`config.mk`:
```
export PLATFORM = sky130hd
export DESIGN_NAME = pkt_flag_regs
export DESIGN_NICKNAME = d
export VERILOG_FILES = /design/src/rtl/pkt_flag_pkg.sv /design/src/rtl/pkt_addr_decode.sv /design/src/rtl/pkt_flag_bank.sv /design/src/rtl/pkt_read_port.sv /design/src/rtl/pkt_flag_regs.sv
export SDC_FILE = /design/constraint.sdc
export NUM_CORES = 1
export LEC_CHECK = 0
export CAP_MARGIN = 20
export CORE_MARGIN = 8
export CORE_UTILIZATION = 35
export CTS_BUF_LIST = sky130_fd_sc_hd__clkbuf_8 sky130_fd_sc_hd__clkbuf_16
export DETAILED_ROUTE_END_ITERATION = 8
export MAX_ROUTING_LAYER = met4
export PLACE_DENSITY = 0.77
export SYNTH_ARGS = -nofsm -noshare
export SYNTH_HDL_FRONTEND = slang
export SYNTH_SLANG_ARGS = --single-unit
```
`constraint.sdc`:
```
create_clock -name clk -period 2.05 [get_ports clk]
set_input_delay 0.41 -clock clk [delete_from_list [all_inputs] [get_ports clk]]
set_output_delay 0.41 -clock clk [all_outputs]
set_load 0.02 [all_outputs]
```
`src/rtl/pkt_flag_pkg.sv`:
```
package pkt_flag_pkg;

  typedef enum logic [1:0] {
    SEL_NONE = 2'd0,
    SEL_DET  = 2'd1,
    SEL_NEW  = 2'd2
  } rd_sel_e;

  // Arrival address takes priority if a parameter set ever overlaps the two.
  function automatic rd_sel_e pick_sel(input logic det_hit, input logic new_hit);
    if (det_hit)      return SEL_DET;
    else if (new_hit) return SEL_NEW;
    else              return SEL_NONE;
  endfunction

  // Next state of a clear-on-read flag: a new set survives the clear.
  function automatic logic cor_next(input logic cur, input logic set, input logic clr);
    return (cur & ~clr) | set;
  endfunction

  // Next state of a sticky flag: the clear beats a coincident set.
  function automatic logic sticky_next(input logic cur, input logic set, input logic clr);
    return clr ? 1'b0 : (cur | set);
  endfunction

endpackage

```
`src/rtl/pkt_addr_decode.sv`:
```
module pkt_addr_decode
  import pkt_flag_pkg::*;
#(
  parameter int ADDR_W      = 8,
  parameter int DET_ADDR    = 'h10,
  parameter int NEW_BASE    = 'h20,
  parameter int ALIAS_STRIDE = 'h10,
  parameter int NUM_ALIAS   = 4
) (
  input  logic              rd_en_i,
  input  logic [ADDR_W-1:0] rd_addr_i,
  output rd_sel_e           sel_o,
  output logic              clr_evt_o
);

  logic [NUM_ALIAS-1:0] alias_hit;
  logic                 det_hit;

  for (genvar k = 0; k < NUM_ALIAS; k++) begin : g_alias
    localparam logic [ADDR_W-1:0] ALIAS_ADDR = ADDR_W'(NEW_BASE + k * ALIAS_STRIDE);
    assign alias_hit[k] = (rd_addr_i == ALIAS_ADDR);
  end

  assign det_hit   = (rd_addr_i == ADDR_W'(DET_ADDR));
  assign sel_o     = pick_sel(det_hit, |alias_hit);
  assign clr_evt_o = rd_en_i & (sel_o == SEL_NEW);

endmodule

```
`src/rtl/pkt_flag_bank.sv`:
```
module pkt_flag_bank
  import pkt_flag_pkg::*;
#(
  parameter int NUM_TYPES     = 7,
  parameter bit CLEAR_ON_READ = 1'b0
) (
  input  logic                 clk,
  input  logic                 rst_n,
  input  logic [NUM_TYPES-1:0] set_i,
  input  logic                 clr_i,
  output logic [NUM_TYPES-1:0] flags_o
);

  for (genvar b = 0; b < NUM_TYPES; b++) begin : g_bit
    logic nxt;
    if (CLEAR_ON_READ) begin : g_cor
      assign nxt = cor_next(flags_o[b], set_i[b], clr_i);
    end else begin : g_sticky
      assign nxt = sticky_next(flags_o[b], set_i[b], clr_i);
    end

    always_ff @(posedge clk) begin
      if (!rst_n) flags_o[b] <= 1'b0;
      else        flags_o[b] <= nxt;
    end
  end

endmodule

```
`src/rtl/pkt_read_port.sv`:
```
module pkt_read_port
  import pkt_flag_pkg::*;
#(
  parameter int DATA_W = 8
) (
  input  logic              clk,
  input  logic              rst_n,
  input  logic              rd_en_i,
  input  rd_sel_e           sel_i,
  input  logic [DATA_W-1:0] det_i,
  input  logic [DATA_W-1:0] new_i,
  output logic [DATA_W-1:0] rd_data_o
);

  logic [DATA_W-1:0] mux_val;

  always_comb begin
    unique case (sel_i)
      SEL_DET: mux_val = det_i;
      SEL_NEW: mux_val = new_i;
      default: mux_val = '0;
    endcase
  end

  always_ff @(posedge clk) begin
    if (!rst_n)       rd_data_o <= '0;
    else if (rd_en_i) rd_data_o <= mux_val;
  end

endmodule

```
`src/rtl/pkt_flag_regs.sv`:
```
module pkt_flag_regs
  import pkt_flag_pkg::*;
#(
  parameter int NUM_TYPES    = 7,
  parameter int DATA_W       = 8,
  parameter int ADDR_W       = 8,
  parameter int DET_ADDR     = 'h10,
  parameter int NEW_BASE     = 'h20,
  parameter int ALIAS_STRIDE = 'h10,
  parameter int NUM_ALIAS    = 4
) (
  input  logic                 clk,
  input  logic                 rst_n,
  input  logic [NUM_TYPES-1:0] pkt_seen_i,
  input  logic [NUM_TYPES-1:0] pkt_chg_i,
  input  logic                 clk_lost_i,
  input  logic                 rd_en_i,
  input  logic [ADDR_W-1:0]    rd_addr_i,
  output logic [DATA_W-1:0]    rd_data_o,
  output logic [DATA_W-1:0]    det_byte_o,
  output logic [DATA_W-1:0]    new_byte_o
);

  localparam int PAD_W = DATA_W - NUM_TYPES;

  rd_sel_e              rd_sel;
  logic                 clr_evt;
  logic [NUM_TYPES-1:0] det_flags;
  logic [NUM_TYPES-1:0] new_flags;

  pkt_addr_decode #(
    .ADDR_W(ADDR_W), .DET_ADDR(DET_ADDR), .NEW_BASE(NEW_BASE),
    .ALIAS_STRIDE(ALIAS_STRIDE), .NUM_ALIAS(NUM_ALIAS)
  ) u_dec (
    .rd_en_i(rd_en_i), .rd_addr_i(rd_addr_i),
    .sel_o(rd_sel), .clr_evt_o(clr_evt)
  );

  pkt_flag_bank #(.NUM_TYPES(NUM_TYPES), .CLEAR_ON_READ(1'b0)) u_det (
    .clk(clk), .rst_n(rst_n), .set_i(pkt_seen_i), .clr_i(clk_lost_i),
    .flags_o(det_flags)
  );

  pkt_flag_bank #(.NUM_TYPES(NUM_TYPES), .CLEAR_ON_READ(1'b1)) u_new (
    .clk(clk), .rst_n(rst_n), .set_i(pkt_chg_i), .clr_i(clr_evt),
    .flags_o(new_flags)
  );

  assign det_byte_o = {{PAD_W{1'b0}}, det_flags};
  assign new_byte_o = {{PAD_W{1'b0}}, new_flags};

  pkt_read_port #(.DATA_W(DATA_W)) u_rd (
    .clk(clk), .rst_n(rst_n), .rd_en_i(rd_en_i), .sel_i(rd_sel),
    .det_i(det_byte_o), .new_i(new_byte_o), .rd_data_o(rd_data_o)
  );

endmodule

```
* Yosys cells after proc, flatten, opt, wreduce, memory -nomap -nowiden
Index checks and enable logic that the tools add are counted.
** Storage, ports and cells
- Bits in registers :: 22
- Bits of input ports :: 26
- Output and inout port bits :: 24
- Logic and storage cells :: 51
** Operators by class
- Equal/unequal tests :: 7
- Muxes and demuxes :: 3
- Bitwise logic cells :: 24
- Reductions and logical operators :: 2
** Operator list (number)
- $eq 8x6->1 const B :: 2
- $eq 8x7->1 const B :: 2
- $or 1x1->1 :: 14
- $pmux 7 s2 :: 1
- $and 1x1->1 :: 8
- $eq 8x5->1 const B :: 1
- $mux 2 :: 2
- $reduce_or 4->1 :: 1
- $eq 2x1->1 const B :: 1
- $eq 2x2->1 const B :: 1
- $not 1->1 :: 2
- $reduce_or 2->1 :: 1

* Depth between registers and ports, before layout
Gate-level depths: netlist of run 1.
- Word-level depth :: 9
- Mapped depth :: 4

* Modules after synthesis
From an unflattened synthesis of run 1, not the netlist that was laid out.
** Unflattened totals
- Cells, all modules :: 94
- Area total of the unflattened synthesis :: 914.6 µm²
** Modules (own cells, without submodules)
- pkt_read_port :: instances 1, cells an instance 40, area each 390.4 µm², seq. area each 160.2 µm²
- pkt_flag_bank (u_new) :: instances 1, cells an instance 21, area each 236.5 µm², seq. area each 140.1 µm²
- pkt_flag_bank (u_det) :: instances 1, cells an instance 22, area each 206.4 µm², seq. area each 140.1 µm²
- pkt_addr_decode :: instances 1, cells an instance 8, area each 62.6 µm², seq. area each 0.0 µm²
- pkt_flag_regs :: instances 1, cells an instance 3, area each 18.8 µm², seq. area each 0.0 µm²

* Worst setup path after synthesis of run 1
No wires, ideal clock.
- Path kind :: input port to flip-flop
- From :: input port rd_addr_i[7]
- To :: register u_new.flags_o[0]
- Setup time :: 145 ps
- Data arrival time :: 1486 ps
- Required time :: 1905 ps
- Slack :: 419 ps
- Cell stages on the path :: 3
- Buffers on the path :: 0
- Path through :: or4b_4 -> nor3_1 -> a21oi_1
** On the way
- Longest elaborated chain between the ends :: 9
- Elaborated cells between the ends (all ways) :: 13
- Those cells by class :: 6 x eq/ne; 2 x mux; 4 x bitwise; 1 x reduce/logical
** Ends and longest elaborated chain
- from (decl) :: RTL line pkt_flag_regs.sv:18 : input logic [ADDR_W-1:0] rd_addr_i,
- $eq 8x6->1 or $eq 8x7->1 (tied branches) :: RTL line pkt_addr_decode.sv:21 : assign alias_hit[k] = (rd_addr_i == ALIAS_ADDR);
- $reduce_or 4->1 :: RTL line pkt_addr_decode.sv:25 : assign sel_o = pick_sel(det_hit, |alias_hit);
- $mux 2 :: RTL line pkt_flag_pkg.sv:12 : else if (new_hit) return SEL_NEW;
- $mux 2 (*) :: RTL line pkt_flag_pkg.sv:11 : if (det_hit) return SEL_DET;
- $eq 2x2->1 (*) :: RTL line pkt_addr_decode.sv:26 : assign clr_evt_o = rd_en_i & (sel_o == SEL_NEW);
- $and 1x1->1 (*) :: RTL line pkt_addr_decode.sv:26
- $not 1->1 (*) :: RTL line pkt_flag_pkg.sv:18 : return (cur & ~clr) | set;
- $and 1x1->1 (*) :: RTL line pkt_flag_pkg.sv:18
- $or 1x1->1 (*) :: RTL line pkt_flag_pkg.sv:18
- to (signal, indexed assignment) :: RTL line pkt_flag_bank.sv:24 : else flags_o[b] <= nxt;
- to (decl) :: RTL line pkt_flag_bank.sv:11 : output logic [NUM_TYPES-1:0] flags_o
Every way passes the cells marked *; elsewhere a longest branch is shown, timed or not.
A chain may end at the register's enable or synchronous reset.

==> reports/summary.json, run 1 <==
{
  "tritoncts": {"value": "built"},
  "synth-warning-count": {"value": 0},
  "drt_first_iter_violations": {"value": 20},
  "power_density": {"value": 632, "unit": "nW/um^2"},
  "synth.top_cell.area_share": {"value": 52.1, "unit": "%"},
  "pin_count": {"value": 50},
  "yosys_register_bits": {"value": 21},
  "cts-htree-levels": {"value": 1},
  "worst_setup_path_start_kind": {"value": "input port"},
  "numPlacedInstances": {"value": 162},
  "synth-main-ff-cell": {"value": "dfxtp_1"},
  "finish.utilization": {"value": 62.4, "unit": "%"},
  "synthesis.area": {"value": 807, "unit": "sq um"},
  "required": {"value": 2.25, "unit": "ns"},
  "timing.final.crit_period": {"value": 1.81, "unit": "ns"},
  "setup_slack": {"value": 0.241, "unit": "ns"},
  "layout.filler_cells": {"value": 185},
  "dp_worst_setup_slack": {"value": -0.0430, "unit": "ns"},
  "post-layout-total-power": {"value": 865, "unit": "uW"},
  "endpoint_class_of_the_critical_path": {"value": "flip-flop"},
  "routed_wire_length_per_instance": {"value": 15.3, "unit": "um"},
  "route.detailed.vias_per_inst": {"value": 4.78},
  "cts_post_setup_buffers_inserted": {"value": 0},
  "worst_supply_voltage_drop_on_vdd": {"value": 0.372, "unit": "mV"},
  "synth_sequential_area_ratio": {"value": 52.1, "unit": "%"},
  "ant_nets": {"value": 0},
  "ys_top_cells_by_count": {"value": "nor2_1 (22), dfxtp_1 (21)"},
  "fp.dieH": {"value": 64.0, "unit": "um"},
  "area_growth_syn_to_layout": {"value": 69.5, "unit": "%"},
  "dr_total_vias": {"value": 794},
  "ys_top_cells_by_area": {"value": "dfxtp_1 (52%), nor2_1 (10%), a221o_1 (8.7%)"},
  "post_synth.cell_area_avg": {"value": 9.49, "unit": "sq um"},
  "worst_r2r_path_cells": {"value": 2},
  "grt_overflow": {"value": 0},
  "start_util": {"value": 36.8, "unit": "%"},
  "grt_pass1_vias": {"value": 851},
  "layout-drive-gt1-share": {"value": 8.70, "unit": "%"},
  "timing.hold.worst.class": {"value": "flip-flop to flip-flop"},
  "floorplan.core_area": {"value": 2190, "unit": "sq um"},
  "root_buffer": {"value": "clkbuf_8"},
  "synth.largest_area_cell": {"value": "dfxtp_1"},
  "period_utilization": {"value": 88.2, "unit": "%"},
  "fin_skew": {"value": 0.00302, "unit": "ns"},
  "post-route-cell-area": {"value": 1370, "unit": "sq um"},
  "die_w": {"value": 64.0, "unit": "um"},
  "diode_insertion_count_for_antenna_repair": {"value": 0},
  "post_synth_num_cell_types": {"value": 17},
  "grt.total_usage": {"value": 13.0, "unit": "%"},
  "postCtsHoldBufs": {"value": 0},
  "finalMaxSlewViolations": {"value": 0},
  "yosys.cell_count.top_type": {"value": "nor2_1"},
  "status": {"value": "completed"},
  "total_die_area": {"value": 4100, "unit": "sq um"},
  "io_buffers": {"value": 46},
  "cts_sinks": {"value": 21},
  "worstSkewPairLatency": {"value": 0.26, "unit": "ns"},
  "register_area": {"value": 420, "unit": "sq um"},
  "worstSetupPathType": {"value": "input port to flip-flop"},
  "max_cap_viol_count": {"value": 0},
  "layout.nets": {"value": 165},
  "cts.path.max_buffers": {"value": 2},
  "critical_path_peak_fanout": {"value": 7},
  "routabilityCongestion": {"value": 0.725},
  "dp_hpwl": {"value": 1950, "unit": "um"},
  "final_hold_viols": {"value": 0},
  "fmax": {"value": 553, "unit": "MHz"},
  "drt-total-wl": {"value": 2540, "unit": "um"},
  "worstPathArrival": {"value": 2.01, "unit": "ns"},
  "finalSetupViolations": {"value": 0},
  "finish.cell_count_without_fillers": {"value": 166},
  "postSynth.asyncResetShare": {"value": 0, "unit": "%"},
  "first_pass_grt_wire_length": {"value": 4110, "unit": "um"},
  "rsz0062_at_grt": {"value": "no"},
  "path_clk_slew": {"value": 0.07, "unit": "ns"},
  "drc_errors": {"value": 0},
  "hold_path_cell_cnt": {"value": 2},
  "dpl_cell_area": {"value": 1320, "unit": "sq um"},
  "drt_pass1_iterations": {"value": 4},
  "antenna_found_initial": {"value": 0},
  "synth_enable_flop_cells": {"value": 0},
  "post_cts.resized_instances": {"value": 0},
  "row_count": {"value": 17},
  "synth_cells": {"value": 85},
  "cellLeakagePower": {"value": 0.000543, "unit": "uW"},
  "cts_buffers": {"value": 3},
  "multi_input_area": {"value": 360, "unit": "sq um"},
  "maximum_number_of_pins_on_one_net_before_global_route_repair": {"value": 13}
}
[path summary, 6_finish.rpt]
check | from | slack, ns | endpoint
worst max-delay path | rd_en_i | 0.24 | u_rd.rd_data_o[6]
worst min-delay path | u_det.flags_o[0] | 0.50 | u_det.flags_o[0]
worst max register to register | u_rd.rd_data_o[0] | 1.23 | u_rd.rd_data_o[0]
worst min register to register | u_det.flags_o[0] | 0.50 | u_det.flags_o[0]
[cell families (layout without fill, tap and decap cells)]
group | count (synthesis) | in the layout | share of synthesized area (%)
flip-flops | 21 | 21 | 52.1
buffers and inverters | 5 | 56 | 4.19
other | 1 | 3 | 0.465
AND/OR/NAND/NOR | 36 | 36 | 24.8
AO/OA/AOI/OAI | 21 | 21 | 17.4
XOR/XNOR | 1 | 1 | 1.09
[cell type report]
type                            instances  area share, %
Multi-Input combinational cell         61           26.3
Clock inverter                          1          0.366
Clock buffer                            3           3.02
Timing Repair Buffer                   52           37.0
Tap cell                               28           2.56
Sequential cell                        21           30.7
[state kept, by name, summed over array words and instances (netlist names)]
register	cells
u_det.flags_o	7
u_new.flags_o	7
u_rd.rd_data_o	7
[worst max-delay path: stages]
cell	delay [ns]
clkdlybuf4s50_1	0.48
or4b_4	0.50
nor4bb_1	0.28
buf_4	0.20
a221o_1	0.15
[report_power, final]
| group | internal [uW] | leakage [uW] | switching, uW |
|---|---|---|---|
| clock | 135 | 0.0000255 | 135 |
| combinational | 87.4 | 0.000344 | 69.6 |
| sequential | 425 | 0.000173 | 12.4 |
| total | 647 | 0.000543 | 217 |
[per-layer routing]
metal / vias to the layer above / track usage, % / routed length [um]
met2: 31 / 23.0 / 1300
met1: 365 / 13.2 / 1060
met4: 0 / 6.69 / 27
li1: 396 / - / -
met3: 2 / 2.61 / 147
met5: - / - / 0
[metrics by stage]
stage | setup TNS, ns | hold slack, ns
floorplan | 0 | 0.526
global route | 0 | 0.530
global placement | 0 | 0.482
detailed placement | -0.209 | 0.492
CTS | 0 | 0.509
finish | 0 | 0.503
[layout by cell type (no fill, tap or decap), drive strengths merged]
cell | netlist | layout
a221o | 7 | 7
conb | 1 | 3
nor3 | 1 | 1
nor4 | 1 | 1
buf | 4 | 6
or4b | 1 | 1
and2 | 7 | 7
dfxtp | 21 | 21
nand2b | 1 | 1
xnor2 | 1 | 1
clkinv | 0 | 1
nor4bb | 1 | 1
clkdlybuf4s50 | 0 | 46
clkbuf | 1 | 3
o21ai | 7 | 7
nor2b | 1 | 1
a21oi | 7 | 7
nor2 | 22 | 22
or4bb | 1 | 1
Power figures use the tool's default switching activity.
==> run 2: changes to the inputs <==
==> constraint.sdc (replaced) <==
create_clock -name clk -period 2.08 [get_ports clk]
set_input_delay 0.416 -clock clk [delete_from_list [all_inputs] [get_ports clk]]
set_output_delay 0.416 -clock clk [all_outputs]
set_load 0.02 [all_outputs]
==> results of run 2 <==
The final DEF is identical to that of run 1. Status: completed.
Among the figures that moved: setup slack after placement -0.0430 ns -> -0.0190 ns; setup slack after layout 0.241 ns -> 0.265 ns; register-to-register setup slack 1.23 ns -> 1.26 ns; total power 865 uW -> 852 uW; worst IR drop on VDD 0.372 mV -> 0.367 mV
==> run 3: changes to the inputs <==
==> constraint.sdc (replaced) <==
create_clock -name clk -period 2.08 [get_ports clk]
set_input_delay 0.624 -clock clk [delete_from_list [all_inputs] [get_ports clk]]
set_output_delay 0.624 -clock clk [all_outputs]
set_load 0.02 [all_outputs]
==> run 3 against run 2 <==
Routed wire length is 5.0% lower. Count of clock-buffer cells in the layout is the same. Sequential cell count stayed put. Cell area up 1.6%. Largest power group unchanged.
==> reports/summary.json, run 3 (same netlist as run 1, synthesis figures left out) <==
{
  "most-common-layout-cells": {"value": "clkdlybuf4s50_1 (46), nor2_1 (22), dfxtp_1 (21), buf_4 (9)", "change": "was clkdlybuf4s50_1 (46), nor2_1 (22), dfxtp_1 (21)"},
  "ant_nets": {"value": 0, "change": "unchanged"},
  "endpoint_class_of_the_critical_path": {"value": "flip-flop", "change": "unchanged"},
  "fin_skew": {"value": 0.00225, "unit": "ns", "change": "was 0.00302 ns"},
  "floorplan.core_area": {"value": 2190, "unit": "sq um", "change": "unchanged"},
  "tritoncts": {"value": "built", "change": "unchanged"},
  "post-route-cell-area": {"value": 1390, "unit": "sq um", "change": "was 1370 sq um"},
  "route.detailed.vias_per_inst": {"value": 4.70, "change": "was 4.78"},
  "post-layout-total-power": {"value": 844, "unit": "uW", "change": "was 852 uW"},
  "grt_pass1_vias": {"value": 831, "change": "was 851"},
  "layout.filler_cells": {"value": 190, "change": "was 185"},
  "maximum_number_of_pins_on_one_net_before_global_route_repair": {"value": 13, "change": "unchanged"},
  "period_utilization": {"value": 97.9, "unit": "%", "change": "was 87.3%"},
  "rsz0062_at_grt": {"value": "no", "change": "unchanged"},
  "cellLeakagePower": {"value": 0.000558, "unit": "uW", "change": "was 0.000543 uW"},
  "cts_buffers": {"value": 3, "change": "unchanged"},
  "dp_worst_setup_slack": {"value": -0.211, "unit": "ns", "change": "was -0.0190 ns"},
  "timing.critical_path.buf_inv": {"value": 2, "change": "unchanged"},
  "start_util": {"value": 36.8, "unit": "%", "change": "unchanged"},
  "layout-drive-gt1-share": {"value": 10.6, "unit": "%", "change": "was 8.70%"},
  "critPathTopFamily": {"value": "simple AND/OR/NAND/NOR gates", "change": "unchanged"},
  "finalMaxSlewViolations": {"value": 0, "change": "unchanged"},
  "layout.nets": {"value": 168, "change": "was 165"},
  "cts_post_setup_buffers_inserted": {"value": 0, "change": "unchanged"},
  "worstSkewPairLatency": {"value": 0.25, "unit": "ns", "change": "was 0.26 ns"},
  "critical_path_peak_fanout": {"value": 7, "change": "unchanged"},
  "required": {"value": 2.28, "unit": "ns", "change": "about the same"},
  "diode_insertion_count_for_antenna_repair": {"value": 0, "change": "unchanged"},
  "timing.final.crit_period": {"value": 2.04, "unit": "ns", "change": "was 1.81 ns"},
  "cts.path.max_buffers": {"value": 2, "change": "unchanged"},
  "drc_errors": {"value": 0, "change": "unchanged"},
  "antenna_found_initial": {"value": 0, "change": "unchanged"},
  "grt.total_usage": {"value": 12.5, "unit": "%", "change": "was 13.0%"},
  "cpPeakStageDelay": {"value": 0.57, "unit": "ns", "change": "was 0.50 ns"},
  "drt_pass1_iterations": {"value": 4, "change": "unchanged"},
  "die_w": {"value": 64.0, "unit": "um", "change": "unchanged"},
  "post_cts.resized_instances": {"value": 0, "change": "unchanged"},
  "grt_overflow": {"value": 0, "change": "unchanged"},
  "area_growth_syn_to_layout": {"value": 72.2, "unit": "%", "change": "was 69.5%"},
  "postCtsHoldBufs": {"value": 0, "change": "unchanged"},
  "pin_count": {"value": 50, "change": "unchanged"},
  "fp.dieH": {"value": 64.0, "unit": "um", "change": "unchanged"},
  "critical_path.cell_chain": {"value": "clkdlybuf4s50_1, or4b_4, nor4bb_1, buf_4, a221o_1", "change": "unchanged"},
  "dr_total_vias": {"value": 794, "change": "unchanged"},
  "cts_sinks": {"value": 21, "change": "unchanged"},
  "final_hold_viols": {"value": 0, "change": "unchanged"},
  "drt-total-wl": {"value": 2410, "unit": "um", "change": "was 2540 um"},
  "cts-htree-levels": {"value": 1, "change": "unchanged"},
  "root_buffer": {"value": "clkbuf_8", "change": "unchanged"},
  "drt_first_iter_violations": {"value": 19, "change": "was 20"},
  "routed_wire_length_per_instance": {"value": 14.2, "unit": "um", "change": "was 15.3 um"},
  "worstPathArrival": {"value": 2.24, "unit": "ns", "change": "was 2.02 ns"},
  "row_count": {"value": 17, "change": "unchanged"},
  "power_density": {"value": 607, "unit": "nW/um^2", "change": "was 623 nW/um^2"},
  "path_clk_slew": {"value": 0.07, "unit": "ns", "change": "about the same"},
  "setup_slack": {"value": 0.0431, "unit": "ns", "change": "was 0.265 ns"},
  "timing.hold.worst.class": {"value": "flip-flop to flip-flop", "change": "unchanged"},
  "worst_setup_path_start_kind": {"value": "input port", "change": "unchanged"},
  "worstSetupPathType": {"value": "input port to flip-flop", "change": "unchanged"},
  "dpl_cell_area": {"value": 1340, "unit": "sq um", "change": "was 1320 sq um"},
  "fmax": {"value": 491, "unit": "MHz", "change": "was 551 MHz"},
  "timing.critical_path.slowest_stage_cell": {"value": "or4b_4", "change": "unchanged"},
  "routabilityCongestion": {"value": 0.721, "change": "was 0.725"},
  "finalSetupViolations": {"value": 0, "change": "unchanged"},
  "total_die_area": {"value": 4100, "unit": "sq um", "change": "unchanged"},
  "first_pass_grt_wire_length": {"value": 4030, "unit": "um", "change": "was 4110 um"},
  "io_buffers": {"value": 46, "change": "unchanged"},
  "dp_hpwl": {"value": 1950, "unit": "um", "change": "about the same"},
  "status": {"value": "completed", "change": "unchanged"},
  "worst_supply_voltage_drop_on_vdd": {"value": 0.359, "unit": "mV", "change": "was 0.367 mV"},
  "max_cap_viol_count": {"value": 0, "change": "unchanged"},
  "largest_registers": {"value": "u_det.flags_o x7, u_new.flags_o x7, u_rd.rd_data_o x7", "change": "unchanged"},
  "mostFrequentLayoutCell": {"value": "clkdlybuf4s50_1", "change": "unchanged"}
}
## run 3: changes by cell type in the layout (fill, tap and decap cells not counted)
cell   previous run  this run
buf_4             6         9
## run 3: routing by layer
metal,wire [um],track usage [%],share of wire (%)
met1,1030,13.8,43
met2,1220,21.6,50
met3,133,2.79,5.5
met4,27,4.18,1.1
met5,0,-,0
## run 3: per-stage QoR
step / utilization [%] / TNS (ns) / hold WS, ns / instances
3_5_place_dp: 61.3 / -2.07 / 0.489 / 165
5_1_grt: 63.4 / 0 / 0.539 / 169
3_3_place_gp: 61.3 / -1.94 / 0.483 / 165
2_1_floorplan: - / 0 / 0.566 / 87
6_report: 63.4 / 0 / 0.505 / 169
4_1_cts: 63.4 / 0 / 0.511 / 169
## run 3: worst min-delay path: stages, from the launching register on
cell and delay (ns):
dfxtp_1 0.35, nor2_1 0.05, nor2_1 0.06
## run 3: path summary, 6_finish.rpt
path	to	startpoint	cells after the start	slack [ns]
worst max-delay path	u_rd.rd_data_o[1]	rd_addr_i[7]	5	0.04
worst min-delay path	u_det.flags_o[0]	u_det.flags_o[0]	2	0.51
worst max register to register	u_rd.rd_data_o[6]	u_rd.rd_data_o[6]	2	1.28
worst min register to register	u_det.flags_o[0]	u_det.flags_o[0]	2	0.51
## run 3: cell type report
cell class | count | area [sq um] | share of cell area (%)
clock buffers | 3 | 41.3 | 2.97
clock inverters | 1 | 5.00 | 0.360
well taps | 28 | 35.0 | 2.52
repair buffers | 55 | 528 | 38.0
multi-input cells | 61 | 360 | 25.9
flip-flops and latches | 21 | 420 | 30.2
## run 3: report_power, final
group | switching (uW) | leakage [uW] | internal [uW]
Combinational | 67.8 | 0.000360 | 88.5
Clock | 123 | 0.0000255 | 133
Sequential | 12.3 | 0.000173 | 419
